## config.mk

```make
export PLATFORM = sky130hd
export DESIGN_NAME = i2c_bit_timer
export DESIGN_NICKNAME = d
export VERILOG_FILES = /design/src/rtl/i2c_bt_pkg.sv /design/src/rtl/i2c_bt_timing.sv /design/src/rtl/i2c_bt_sync.sv /design/src/rtl/i2c_bt_seq.sv /design/src/rtl/i2c_bit_timer.sv
export SDC_FILE = /design/constraint.sdc
export NUM_CORES = 1
export LEC_CHECK = 0
export ABC_AREA = 1
export BUFFER_PORTS_ARGS = -buffer_cell sky130_fd_sc_hd__buf_2
export CAP_MARGIN = 40
export CORE_ASPECT_RATIO = 0.7
export CORE_MARGIN = 4
export CORE_UTILIZATION = 60
export CTS_CLUSTER_DIAMETER = 30
export DETAILED_ROUTE_END_ITERATION = 10
export PLACE_DENSITY = 0.78
export SYNTH_ARGS = -nofsm -noshare
export SYNTH_HDL_FRONTEND = slang
export SYNTH_SLANG_ARGS = --single-unit
```

## constraint.sdc

```tcl
create_clock -name clk -period 19.5 [get_ports clk]
set_input_delay 4.875 -clock clk [delete_from_list [all_inputs] [get_ports clk]]
set_output_delay 4.875 -clock clk [all_outputs]
set_load 0.02 [all_outputs]
```

## src/rtl/i2c_bt_pkg.sv

```systemverilog
package i2c_bt_pkg;
  typedef enum logic [1:0] {
    OP_START  = 2'd0,
    OP_RSTART = 2'd1,
    OP_WRITE  = 2'd2,
    OP_STOP   = 2'd3
  } bt_op_e;

  typedef enum logic [2:0] {
    ST_IDLE,
    ST_SHOLD,
    ST_LOW,
    ST_RISE,
    ST_HIGH
  } bt_state_e;
endpackage

```

## src/rtl/i2c_bt_timing.sv

```systemverilog
module i2c_bt_timing #(
  parameter int DIV_W = 12,
  parameter int CNT_W = 15
) (
  input  logic             clk,
  input  logic             rst,
  input  logic [DIV_W-1:0] div_i,
  input  logic [5:0]       fdr_i,
  output logic [CNT_W-1:0] half_o,
  output logic [CNT_W-1:0] hold_o,
  output logic [CNT_W-1:0] shold_o,
  output logic [CNT_W-1:0] setup_o
);
  logic [CNT_W-1:0] half_raw;
  logic [CNT_W-1:0] step;
  logic [CNT_W-1:0] hold_raw;
  logic [2:0]       mult;
  logic [DIV_W-1:0] q;
  logic [DIV_W-1:0] lim;

  // half period with a floor of two cycles
  always_comb begin
    half_raw = CNT_W'(div_i >> 1);
    half_o   = (half_raw < CNT_W'(2)) ? CNT_W'(2) : half_raw;
  end

  // data hold: scaled step times a multiplier picked by two code bits
  always_comb begin
    case ({fdr_i[5], fdr_i[1]})
      2'b10:   mult = 3'd1;
      2'b11:   mult = 3'd2;
      2'b00:   mult = 3'd3;
      default: mult = 3'd4;
    endcase
    step     = CNT_W'(16) << fdr_i[4:2];
    hold_raw = CNT_W'(8) + step * CNT_W'(mult);
    hold_o   = (hold_raw >= half_o) ? half_o - CNT_W'(1) : hold_raw;
  end

  // start hold: divider/16 halved until below the selected limit
  always_comb begin
    lim = fdr_i[5] ? DIV_W'(9) : DIV_W'(16);
    q   = div_i >> 4;
    for (int i = 0; i < DIV_W; i++) begin
      if (q >= lim) q = q >> 1;
    end
    shold_o = (q == '0) ? CNT_W'(1) : CNT_W'(q);
    setup_o = CNT_W'(div_i) + shold_o;
  end

  assert_hold_window_R4: assert property (@(posedge clk) disable iff (rst)
    (hold_o >= CNT_W'(1)) && (hold_o < half_o));

  assert_shold_range_R3: assert property (@(posedge clk) disable iff (rst)
    (shold_o >= CNT_W'(1)) && (fdr_i[5] ? (shold_o < CNT_W'(9)) : (shold_o < CNT_W'(16))));
endmodule

```

## src/rtl/i2c_bt_sync.sv

```systemverilog
module i2c_bt_sync #(
  parameter int STAGES = 2
) (
  input  logic clk,
  input  logic rst,
  input  logic d_i,
  output logic q_o
);
  logic [STAGES-1:0] ff;

  always_ff @(posedge clk) begin
    if (rst) begin
      ff <= '0;
    end else begin
      ff[0] <= d_i;
      for (int i = 1; i < STAGES; i++) ff[i] <= ff[i-1];
    end
  end

  assign q_o = ff[STAGES-1];
endmodule

```

## src/rtl/i2c_bt_seq.sv

```systemverilog
module i2c_bt_seq
  import i2c_bt_pkg::*;
#(
  parameter int CNT_W      = 15,
  parameter int STOP_SETUP = 4
) (
  input  logic             clk,
  input  logic             rst,
  input  logic             cmd_valid_i,
  input  logic [1:0]       cmd_op_i,
  input  logic             cmd_bit_i,
  output logic             cmd_ready_o,
  input  logic [CNT_W-1:0] half_i,
  input  logic [CNT_W-1:0] hold_i,
  input  logic [CNT_W-1:0] shold_i,
  input  logic [CNT_W-1:0] setup_i,
  input  logic             scl_high_i,
  output logic             scl_low_o,
  output logic             sda_low_o,
  output logic             done_o
);
  bt_state_e        state;
  bt_op_e           op_q;
  logic             bit_q;
  logic [CNT_W-1:0] cnt;
  logic [CNT_W-1:0] half_q, hold_q, shold_q, setup_q;
  logic [CNT_W-1:0] hi_lim;
  logic             scl_low_q, sda_low_q, done_q;

  always_comb begin
    case (op_q)
      OP_WRITE:  hi_lim = half_q;
      OP_RSTART: hi_lim = setup_q;
      default:   hi_lim = CNT_W'(STOP_SETUP);
    endcase
  end

  always_ff @(posedge clk) begin
    if (rst) begin
      state     <= ST_IDLE;
      op_q      <= OP_START;
      bit_q     <= 1'b0;
      cnt       <= '0;
      half_q    <= '0;
      hold_q    <= '0;
      shold_q   <= '0;
      setup_q   <= '0;
      scl_low_q <= 1'b0;
      sda_low_q <= 1'b0;
      done_q    <= 1'b0;
    end else begin
      done_q <= 1'b0;
      case (state)
        ST_IDLE: begin
          if (cmd_valid_i) begin
            op_q    <= bt_op_e'(cmd_op_i);
            bit_q   <= cmd_bit_i;
            half_q  <= half_i;
            hold_q  <= hold_i;
            shold_q <= shold_i;
            setup_q <= setup_i;
            cnt     <= '0;
            if (bt_op_e'(cmd_op_i) == OP_START) begin
              sda_low_q <= 1'b1;
              state     <= ST_SHOLD;
            end else begin
              state <= ST_LOW;
            end
          end
        end
        ST_SHOLD: begin
          if (cnt == shold_q - CNT_W'(1)) begin
            scl_low_q <= 1'b1;
            done_q    <= 1'b1;
            state     <= ST_IDLE;
          end else begin
            cnt <= cnt + CNT_W'(1);
          end
        end
        ST_LOW: begin
          if (cnt == hold_q - CNT_W'(1)) begin
            case (op_q)
              OP_WRITE:  sda_low_q <= ~bit_q;
              OP_RSTART: sda_low_q <= 1'b0;
              OP_STOP:   sda_low_q <= 1'b1;
              default:   sda_low_q <= sda_low_q;
            endcase
          end
          if (cnt == half_q - CNT_W'(1)) begin
            scl_low_q <= 1'b0;
            state     <= ST_RISE;
          end else begin
            cnt <= cnt + CNT_W'(1);
          end
        end
        ST_RISE: begin
          if (scl_high_i) begin
            cnt   <= '0;
            state <= ST_HIGH;
          end
        end
        ST_HIGH: begin
          if (cnt == hi_lim - CNT_W'(1)) begin
            cnt <= '0;
            case (op_q)
              OP_WRITE: begin
                scl_low_q <= 1'b1;
                done_q    <= 1'b1;
                state     <= ST_IDLE;
              end
              OP_RSTART: begin
                sda_low_q <= 1'b1;
                state     <= ST_SHOLD;
              end
              default: begin
                sda_low_q <= 1'b0;
                done_q    <= 1'b1;
                state     <= ST_IDLE;
              end
            endcase
          end else begin
            cnt <= cnt + CNT_W'(1);
          end
        end
        default: state <= ST_IDLE;
      endcase
    end
  end

  assign cmd_ready_o = (state == ST_IDLE);
  assign scl_low_o   = scl_low_q;
  assign sda_low_o   = sda_low_q;
  assign done_o      = done_q;

  assert_reset_idle_R1: assert property (@(posedge clk)
    $past(rst) |-> (!scl_low_o && !sda_low_o && !done_o && cmd_ready_o));

  assert_done_pulse_R9: assert property (@(posedge clk) disable iff (rst)
    done_o |=> !done_o);

  assert_high_released_R6: assert property (@(posedge clk) disable iff (rst)
    (state == ST_HIGH) |-> !scl_low_o);

  assert_wait_line_R6: assert property (@(posedge clk) disable iff (rst)
    ((state == ST_RISE) && !scl_high_i) |=> (state == ST_RISE));

  assert_stop_edge_R8: assert property (@(posedge clk) disable iff (rst)
    (!$past(rst) && $fell(sda_low_o) && !scl_low_o) |-> done_o);

  assert_bus_free_R8: assert property (@(posedge clk) disable iff (rst)
    (done_o && !scl_low_o) |-> !sda_low_o);
endmodule

```

## src/rtl/i2c_bit_timer.sv

```systemverilog
module i2c_bit_timer #(
  parameter int DIV_W       = 12,
  parameter int SYNC_STAGES = 2,
  parameter int STOP_SETUP  = 4
) (
  input  logic             clk,
  input  logic             rst,
  input  logic [DIV_W-1:0] div_i,
  input  logic [5:0]       fdr_i,
  input  logic             cmd_valid_i,
  input  logic [1:0]       cmd_op_i,
  input  logic             cmd_bit_i,
  output logic             cmd_ready_o,
  input  logic             scl_i,
  output logic             scl_low_o,
  output logic             sda_low_o,
  output logic             done_o
);
  localparam int CNT_W = (DIV_W + 1 > 15) ? DIV_W + 1 : 15;

  logic [CNT_W-1:0] half_w, hold_w, shold_w, setup_w;
  logic             scl_high_w;

  i2c_bt_timing #(.DIV_W(DIV_W), .CNT_W(CNT_W)) u_timing (
    .clk     (clk),
    .rst     (rst),
    .div_i   (div_i),
    .fdr_i   (fdr_i),
    .half_o  (half_w),
    .hold_o  (hold_w),
    .shold_o (shold_w),
    .setup_o (setup_w)
  );

  i2c_bt_sync #(.STAGES(SYNC_STAGES)) u_sync (
    .clk (clk),
    .rst (rst),
    .d_i (scl_i),
    .q_o (scl_high_w)
  );

  i2c_bt_seq #(.CNT_W(CNT_W), .STOP_SETUP(STOP_SETUP)) u_seq (
    .clk         (clk),
    .rst         (rst),
    .cmd_valid_i (cmd_valid_i),
    .cmd_op_i    (cmd_op_i),
    .cmd_bit_i   (cmd_bit_i),
    .cmd_ready_o (cmd_ready_o),
    .half_i      (half_w),
    .hold_i      (hold_w),
    .shold_i     (shold_w),
    .setup_i     (setup_w),
    .scl_high_i  (scl_high_w),
    .scl_low_o   (scl_low_o),
    .sda_low_o   (sda_low_o),
    .done_o      (done_o)
  );
endmodule

```

==> run_results.csv, run 1 <==
group,metric,value,unit
detailed_routing,first_pass_iters,6,
synth,async_flop_share,0,%
detailed_routing,vias,8093,
power_and_ir_drop,powerDensity,167,nW/µm²
clock_tree,clk_path_buf_depth,2,
finish,antennaDiodeCount,0,
clock_tree,cts_buffers,9,
worst_setup_path,cp_common_cell,"nand2_1",
worst_setup_path,path_class,"primary input to flip-flop",
detailed_routing,dr.first_iter.drc_count,572,
global_route,grt_pass1_vias,7170,
global_route,grt-ovfl-total,0,
timing,fin_skew,0.00737,ns
synth,yosysWarnings,0,
placement,placed_area,8340,µm²
worst_setup_path,path_max_fanout,13,
die,ioPinCount,29,
clock_tree,clk_latency,0.35,ns
placement,place_hpwl,15500,µm
worst_hold_path,holdPathStages,2,
worst_setup_path,cp-start-kind,"primary input",
die,initial_core_util,61.3,%
synth,synth.distinct_cells,51,
timing,tightest_slew,0.947,ns
worst_setup_path,slowest_stage,"fa_2",
clock_tree,cts_sinks,73,
finish,final_nets,1388,
worst_setup_path,cp.required,19.74,ns
worst_setup_path,startpoint,"fdr_i[5]",
timing,slew_headroom,36.3,%
synth,ys_seq_elements,73,
die,die_h,105,µm
synth,yosysMostFrequentCell,"nand2_1",
run_status,status,"finished clean",
placement,place_ws,-0.0397,ns
clock_tree,root_buffer,"clkbuf_16",
timing,hold_violations,0,
detailed_routing,wirelength,21300,µm
global_route,grt_pass1_wl,33900,µm
finish,syn2layout_area_growth,14.5,%
synth,synth_edf_count,0,
synth,yosysSeqAreaShare,18.2,%
synth,netlist_instances,1234,
global_route,grtUsageTotal,26.3,%
worst_setup_path,critical_path_arrival,19.01,ns
die,coreArea,13100,µm²
clock_tree,holdBufCountCts,0,
power_and_ir_drop,vdd_drop_max,0.000338,V
finish,final_core_util,70.1,%
die,die_x,146,µm
worst_setup_path,worst_r2r_startpoint,"u_seq.op_q[1]$_SDFFE_PP0P_",
timing,slew_violations,0,
global_route,antenna_found_initial,0,
synth,synth.top_cell.area_share,18.2,%
die,rows,35,
finish,fin_area,9210,µm²
synth,synth_area_leader_cell,"dfxtp_1",
timing,setup_viol,0,
die,die-area,15400,µm²
timing,setup_tns,0,ns
placement,port_buffers,27,
worst_hold_path,hp-class,"flip-flop to flip-flop",
detailed_routing,vias_per_cell,5.60,
global_route,grt_start_max_net_pins,53,
detailed_routing,drc,0,
clock_tree,htreeDepth,3,
worst_hold_path,min_from,"u_sync.ff[0]$_SDFF_PP0_",
synth,synthTopCellsByArea,"dfxtp_1 (18%), ha_1 (13%), nand2_1 (9.3%), inv_1 (8.7%), xor2_1 (7.3%)",
synth,synthTopCellsByCount,"nand2_1 (199), inv_1 (187), nor2_1 (130)",
synth,synth_flop_cell,"dfxtp_1",
power_and_ir_drop,leakage,0.00444,µW
detailed_routing,postRouteAntennaNets,0,
finish,drive_above_1_share,16.3,%
power_and_ir_drop,power.total,1540,µW
detailed_routing,wl_per_cell,14.7,µm
timing,fmax,53.3,MHz
timing,worst_slack,0.724,ns
timing,fin_crit,18.78,ns
finish,num-fill-cells,1123,
clock_tree,cts_tree,"built",
worst_setup_path,end_kind,"flip-flop",
job,maxCapViolCount,0,
worst_setup_path,rr_worst_depth,20,
placement,gp_congestion,0.962,
clock_tree,path_clk_slew,0.06,ns
synth,avgSynthCellArea,6.52,µm²
worst_setup_path,slowest_delay,0.38,ns
timing,finalCritPeriodShare,96.3,%
synth,syn-cell-area,8050,µm²
## state kept, by name, indices dropped and copies added (netlist names)
signal / flops
u_seq.state: 3
u_sync.ff: 2
u_seq.sda_low_o: 1
u_seq.scl_low_o: 1
u_seq.shold_q: 8
u_seq.bit_q: 1
u_seq.hold_q: 15
u_seq.done_o: 1
u_seq.setup_q: 13
u_seq.op_q: 2
u_seq.cnt: 15
u_seq.half_q: 11
## power by group
| group | switching (µW) | internal [µW] |
|---|---|---|
| clock | 67.0 | 116 |
| sequential | 31.5 | 182 |
| combinational | 709 | 434 |
| total | 807 | 732 |
## repair_timing
action                                  in CTS  in global routing
endpoints found under the setup margin       0                 11
resized for setup                            0                 77
setup buffers                                0                 21
hold endpoints to repair                     0                  0
## routing by layer
layer,part of all wire [%],vias up,global-route usage (%)
met3,8.6,26,7.72
li1,-,4100,-
met1,47,3690,38.5
met2,43,277,39.1
met4,1.2,0,3.62
met5,0,-,0
## layout by cell type (no fill, tap or decap), types with 4 or more instances in the layout
cell type  netlist  final
nor2_1         130    115
nand3_1         65     63
nand4_1         19     19
nor2_4           4     12
nand2_2         39     41
nor2_2           1      8
ha_4             0      5
xnor2_1         23     23
inv_1          187    184
fa_1             8      7
ha_1            81     75
or2_2            5      5
clkbuf_16        0     10
nand2_1        199    196
nor4_1          11     11
o21ai_1          3      5
nand2_4         13     14
buf_4            0     25
a31oi_4          0      7
a21oi_1         81     77
nand3_2          5      6
xor2_1          67     67
o22ai_1          6      6
inv_2           17     20
o21ai_0         81     74
nor3_1          35     34
nor3b_1          6      6
buf_2            0     26
o31ai_1          4      4
dfxtp_1         73     73
## per-stage QoR
step / cells / hold WS, ns
global placement: 1406 / 0.394
finish: 1445 / 0.398
floorplan: 1236 / 0.388
CTS: 1423 / 0.398
detailed placement: 1407 / 0.396
global route: 1445 / 0.443
## critical path: cells and delay by family
kind                       cells  cell delay (ns)
AOI/OAI and AO/OA             15             1.97
xor gates and xnor gates       1             0.16
adders and majority gates     14             3.68
buffers and inverters         11             1.06
and+or+nand+nor               78             7.22
## kinds of logic (layout without fill, tap and decap cells)
kind of cell / after synthesis / in the layout / share of synthesized area, %
buffers and inverters: 235 / 278 / 11.4
flip-flops: 73 / 73 / 18.2
adder cells (fa/ha/maj): 89 / 89 / 14.6
AND/OR/NAND/NOR: 543 / 543 / 32.2
XOR/XNOR: 90 / 90 / 9.79
other: 1 / 3 / 0.0466
AO/OA/AOI/OAI: 203 / 203 / 13.8
## worst paths after layout
path / end / slack (ns)
worst min register to register: u_sync.ff[1]$_SDFF_PP0_ / 0.40
worst min-delay path: u_sync.ff[1]$_SDFF_PP0_ / 0.40
worst max-delay path: u_seq.setup_q[10]$_SDFFE_PP0P_ / 0.72
worst max register to register: u_seq.cnt[7]$_SDFFE_PP0P_ / 14.89
## final cells by class
class | count | area [µm²] | share of cell area, %
Tap cell | 166 | 208 | 2.25
Inverter | 207 | 779 | 8.46
Clock inverter | 6 | 90.1 | 0.978
Clock buffer | 10 | 239 | 2.59
Multi-Input combinational cell | 928 | 6040 | 65.5
Sequential cell | 73 | 1460 | 15.9
Timing Repair Buffer | 55 | 398 | 4.32
Power figures use the tool's default switching activity.
==> inputs of run 2 (changes only) <==
--- a/config.mk
+++ b/config.mk
@@ -8,7 +8,7 @@
 export ABC_AREA = 1
 export BUFFER_PORTS_ARGS = -buffer_cell sky130_fd_sc_hd__buf_2
 export CAP_MARGIN = 40
-export CORE_ASPECT_RATIO = 0.7
+export CORE_ASPECT_RATIO = 1.4
 export CORE_MARGIN = 4
 export CORE_UTILIZATION = 60
 export CTS_CLUSTER_DIAMETER = 30
==> run 2 against run 1 <==
Against the previous run: cell count rose by 0.14%; via count fell by 3.2%; cell area fell by 3.0%; fmax rose by 2.1%; largest power group unchanged.
==> run_results.csv, run 2 (same netlist as run 1, synthesis figures left out) <==
group,metric,value,unit
finish,fin_area,8930,µm²
detailed_routing,maxUsedRoutingLayer,"met4",
clock_tree,clk_latency,0.34,ns
global_route,grt_pass1_wl,32300,µm
finish,final_common_cell,"nand2_1",
worst_setup_path,worst_r2r_startpoint,"u_seq.op_q[1]$_SDFFE_PP0P_",
power_and_ir_drop,leakage,0.00435,µW
worst_setup_path,cp_common_cell,"nand2_1",
die,die_x,106,µm
die,die-area,15400,µm²
timing,slew_headroom,64.9,%
worst_hold_path,min_from,"u_sync.ff[0]$_SDFF_PP0_",
timing,tightest_slew,0.521,ns
power_and_ir_drop,power.total,1410,µW
clock_tree,cts_sinks,73,
timing,fin_crit,18.39,ns
detailed_routing,vias_per_cell,5.41,
detailed_routing,wl_per_cell,13.5,µm
run_status,status,"finished clean",
placement,port_buffers,27,
timing,finalCritPeriodShare,94.3,%
worst_setup_path,end_kind,"flip-flop",
detailed_routing,drc,0,
clock_tree,path_clk_slew,0.06,ns
detailed_routing,first_pass_iters,5,
worst_setup_path,rr_worst_depth,20,
worst_hold_path,holdPathStages,2,
global_route,antenna_found_initial,0,
power_and_ir_drop,powerDensity,158,nW/µm²
timing,fmax,54.4,MHz
finish,most-common-layout-cells,"nand2_1 (197), inv_1 (187), nor2_1 (119)",
placement,gp_congestion,0.936,
placement,placed_area,8360,µm²
clock_tree,cts_tree,"built",
worst_setup_path,r2r_end,"u_seq.cnt[11]$_SDFFE_PP0P_",
job,maxCapViolCount,0,
finish,num-fill-cells,1185,
timing,fin_skew,0.00877,ns
global_route,grt_pass1_vias,7225,
finish,final_nets,1379,
worst_setup_path,path_class,"primary input to flip-flop",
worst_setup_path,critical_path_arrival,18.63,ns
detailed_routing,vias,7831,
detailed_routing,postRouteAntennaNets,0,
clock_tree,cts_buffers,9,
worst_setup_path,cp-start-kind,"primary input",
placement,place_hpwl,15000,µm
worst_setup_path,slowest_stage,"fa_1",
worst_setup_path,cp.required,19.74,ns
worst_setup_path,r2r_setup_slack,15.30,ns
timing,worst_slack,1.11,ns
clock_tree,clk_path_buf_depth,2,
global_route,grt_start_max_net_pins,53,
die,ioPinCount,29,
timing,setup_tns,0,ns
worst_hold_path,hp-class,"flip-flop to flip-flop",
global_route,grt-ovfl-total,0,
placement,place_ws,-0.00571,ns
die,die_h,145,µm
finish,top_regs,"u_seq.cnt x15, u_seq.hold_q x15, u_seq.setup_q x13",
detailed_routing,met1_length,7960,µm
finish,antennaDiodeCount,0,
power_and_ir_drop,vdd_drop_max,0.000220,V
worst_setup_path,slowest_delay,0.39,ns
detailed_routing,dr_wl_met2,10300,µm
detailed_routing,wirelength,19500,µm
timing,setup_viol,0,
clock_tree,root_buffer,"clkbuf_16",
global_route,grtUsageTotal,25.0,%
timing,hold_violations,0,
die,rows,49,
die,initial_core_util,61.9,%
detailed_routing,dr.first_iter.drc_count,388,
clock_tree,htreeDepth,3,
timing,slew_violations,0,
finish,final_core_util,68.7,%
finish,syn2layout_area_growth,11.0,%
worst_setup_path,path_max_fanout,8,
worst_hold_path,hold_end,"u_sync.ff[1]$_SDFF_PP0_",
die,coreArea,13000,µm²
detailed_routing,wl_met3,590,µm
finish,drive_above_1_share,14.1,%
## run 2: worst max-delay path by stage
stage | startpoint | to
global placement | fdr_i[5] | u_seq.setup_q[10]$_SDFFE_PP0P_
floorplan | fdr_i[5] | u_seq.setup_q[10]$_SDFFE_PP0P_
detailed placement | fdr_i[5] | u_seq.setup_q[10]$_SDFFE_PP0P_
CTS | fdr_i[5] | u_seq.setup_q[10]$_SDFFE_PP0P_
global route | div_i[4] | u_seq.setup_q[10]$_SDFFE_PP0P_
finish | div_i[4] | u_seq.setup_q[10]$_SDFFE_PP0P_
## run 2: repair_timing
action	4_1_cts	5_1_grt
buffers inserted	0	8
resized for setup	0	52
hold endpoints to repair	0	0
endpoints found under the setup margin	0	8
hold buffers	0	0
## run 2: stage by stage
step / std cells / hold slack [ns]
after floorplan: 1236 / 0.388
after global placement: 1424 / 0.389
after detailed placement: 1424 / 0.395
final: 1447 / 0.402
after CTS: 1439 / 0.403
after global routing: 1447 / 0.417
## run 2: power by group
group          internal, µW  total, µW  switching, µW  leakage, µW
clock                  98.3        162           64.0     0.000142
sequential              182        213           30.2     0.000598
combinational           393       1040            644      0.00361
## run 2: layout make-up
class	count	area [µm²]	share of cell area [%]
inverters	207	779	8.72
clock inverters	5	57.6	0.644
multi-input cells	928	5900	66.1
repair buffers	46	280	3.14
clock buffers	10	229	2.56
flip-flops and latches	73	1460	16.4
well taps	178	223	2.49
## run 2: routing by layer
metal	global-route usage (%)	vias to the layer above
li1	-	4074
met3	2.93	49
met2	46.6	144
met5	0	-
met1	28.4	3564
met4	9.92	0
## run 2: critical path, delay by kind of cell
kind	cells	cell delay (ns)
xor+xnor	1	0.16
fa+ha+maj	14	3.89
simple gates	79	6.84
buf+inv	6	0.54
compound gates	16	2.25
==> inputs of run 3 (changes only) <==
==> constraint.sdc (replaced) <==
create_clock -name clk -period 17.7 [get_ports clk]
set_input_delay 4.425 -clock clk [delete_from_list [all_inputs] [get_ports clk]]
set_output_delay 4.425 -clock clk [all_outputs]
set_load 0.02 [all_outputs]
==> run 3 against run 2 <==
Against the previous run: flip-flop and latch count did not move; worst setup slack got worse by 0.96 ns; global-route usage rose by 1.8 points; register-to-register slack got worse by 1.7 ns; utilization rose by 11 points; largest power group unchanged.
==> run_results.csv, run 3 (same netlist as run 1, synthesis figures left out) <==
group,metric,value,unit
timing,slew_headroom,54.6,%
finish,final_nets,1522,
finish,drive_above_1_share,27.1,%
worst_setup_path,path_max_fanout,7,
clock_tree,cts_buffers,9,
placement,place_hpwl,16300,µm
timing,hold_violations,0,
timing,holdWs,0.405,ns
clock_tree,clk_path_buf_depth,2,
finish,syn2layout_area_growth,29.4,%
die,rows,49,
worst_setup_path,slowest_delay,0.37,ns
clock_tree,path_clk_slew,0.06,ns
worst_setup_path,end_kind,"flip-flop",
die,ioPinCount,29,
worst_setup_path,slowest_stage,"fa_2",
detailed_routing,postRouteAntennaNets,0,
placement,port_buffers,27,
power_and_ir_drop,powerDensity,199,nW/µm²
die,coreArea,13000,µm²
run_status,status,"finished clean",
global_route,grt_pass1_vias,8106,
clock_tree,htreeDepth,3,
detailed_routing,wirelength,23400,µm
detailed_routing,drc,0,
timing,slew_violations,0,
timing,setup_tns,0,ns
timing,fmax,57.0,MHz
worst_setup_path,crit_buf_inv,14,
power_and_ir_drop,leakage,0.00509,µW
worst_setup_path,r2r_setup_slack,13.56,ns
finish,final_common_cell,"nand2_1",
detailed_routing,wl_per_cell,14.7,µm
worst_setup_path,cp.required,17.94,ns
die,die_x,106,µm
timing,setup_viol,0,
timing,fin_crit,17.55,ns
timing,rsz0062_at_grt,"yes",
clock_tree,clk_latency,0.35,ns
global_route,grt_start_max_net_pins,45,
worst_setup_path,critical_path_arrival,17.79,ns
worst_setup_path,path_class,"primary input to flip-flop",
global_route,grt_pass1_wl,34700,µm
clock_tree,cts_tree,"built",
timing,finalCritPeriodShare,99.1,%
finish,most-common-layout-cells,"nand2_1 (185), inv_1 (178), buf_4 (159)",
global_route,antenna_found_initial,0,
timing,tightest_slew,0.674,ns
power_and_ir_drop,vdd_drop_max,0.000315,V
finish,final_cell_count_no_fill,1590,
job,maxCapViolCount,0,
placement,dp.cells,1554,
worst_setup_path,crit_family,"simple AND/OR/NAND/NOR gates",
detailed_routing,dr.first_iter.drc_count,515,
timing,worst_slack,0.152,ns
die,die_h,145,µm
die,initial_core_util,61.9,%
detailed_routing,first_pass_iters,6,
finish,antennaDiodeCount,0,
worst_setup_path,cp_common_cell,"nand2_1",
placement,place_ws,-0.818,ns
worst_hold_path,hp-class,"flip-flop to flip-flop",
finish,fin_area,10400,µm²
placement,gp_congestion,0.996,
finish,num-fill-cells,910,
placement,placed_area,9350,µm²
die,die-area,15400,µm²
finish,top_regs,"u_seq.cnt x15, u_seq.hold_q x15, u_seq.setup_q x13",
worst_setup_path,cp-start-kind,"primary input",
global_route,grt-ovfl-total,0,
global_route,grtUsageTotal,26.7,%
detailed_routing,vias,8744,
clock_tree,root_buffer,"clkbuf_16",
detailed_routing,vias_per_cell,5.50,
timing,fin_skew,0.0114,ns
clock_tree,cts_sinks,73,
==> run 3: cell count changes in the layout (fill, tap and decap cells not counted), moves of 7 or more <==
cell and change:
buf_4 +139, ha_1 -11, ha_4 +11, inv_1 -9
inv_2 +7, nand2_1 -12, nand2_2 +8, nand3_1 -8
nor2_1 -8, o21ai_0 -7, o21ai_2 +8
==> run 3: tightest hold or removal path: cells and delay by family, from the launching register on <==
family        cells  cell delay [ns]
buf+inv           1             0.04
flops             1             0.29
simple gates      1             0.03
==> run 3: per-stage QoR <==
stage / total power, µW / util, %
3_3_place_gp: 1550 / 72.0
3_5_place_dp: 1590 / 72.0
4_1_cts: 1800 / 74.8
5_1_grt: 2250 / 80.1
6_report: 2070 / 80.1
2_1_floorplan: 1080 / -
==> run 3: layer usage <==
layer | part of all wire, % | routed length [µm] | global-route usage, % | vias up
met5 | 0 | 0 | 0 | -
met4 | 5.9 | 1390 | 14.8 | 0
met3 | 3.5 | 809 | 2.98 | 104
met2 | 53 | 12300 | 50.2 | 227
met1 | 38 | 8810 | 28.6 | 4050
li1 | - | - | - | 4363
==> run 3: worst paths after layout <==
check                        startpoint                             to  cells past startpoint
min             u_sync.ff[0]$_SDFF_PP0_        u_sync.ff[1]$_SDFF_PP0_                      2
max                            fdr_i[5]  u_seq.setup_q[8]$_SDFFE_PP0P_                    112
max reg2reg  u_seq.op_q[0]$_SDFFE_PP0P_      u_seq.cnt[9]$_SDFFE_PP0P_                     22
min reg2reg     u_sync.ff[0]$_SDFF_PP0_        u_sync.ff[1]$_SDFF_PP0_                      2
==> run 3: layout make-up <==
class / count / area, µm² / area share [%]
Inverter: 207 / 787 / 7.56
Clock buffer: 11 / 253 / 2.43
Clock inverter: 4 / 51.3 / 0.493
Timing Repair Buffer: 189 / 1390 / 13.4
Tap cell: 178 / 223 / 2.14
Sequential cell: 73 / 1460 / 14.0
Multi-Input combinational cell: 928 / 6240 / 60.0
==> run 3: power breakdown <==
part | internal (µW) | switching [µW]
combinational | 765 | 890
sequential | 201 | 32.6
clock | 116 | 68.9
total | 1080 | 992
==> run 3: repair_timing <==
item,in CTS,in global routing
resized for setup,18,125
buffers inserted,0,21
pin swaps,1,80
setup endpoints to repair,5,12
hold buffers,0,0
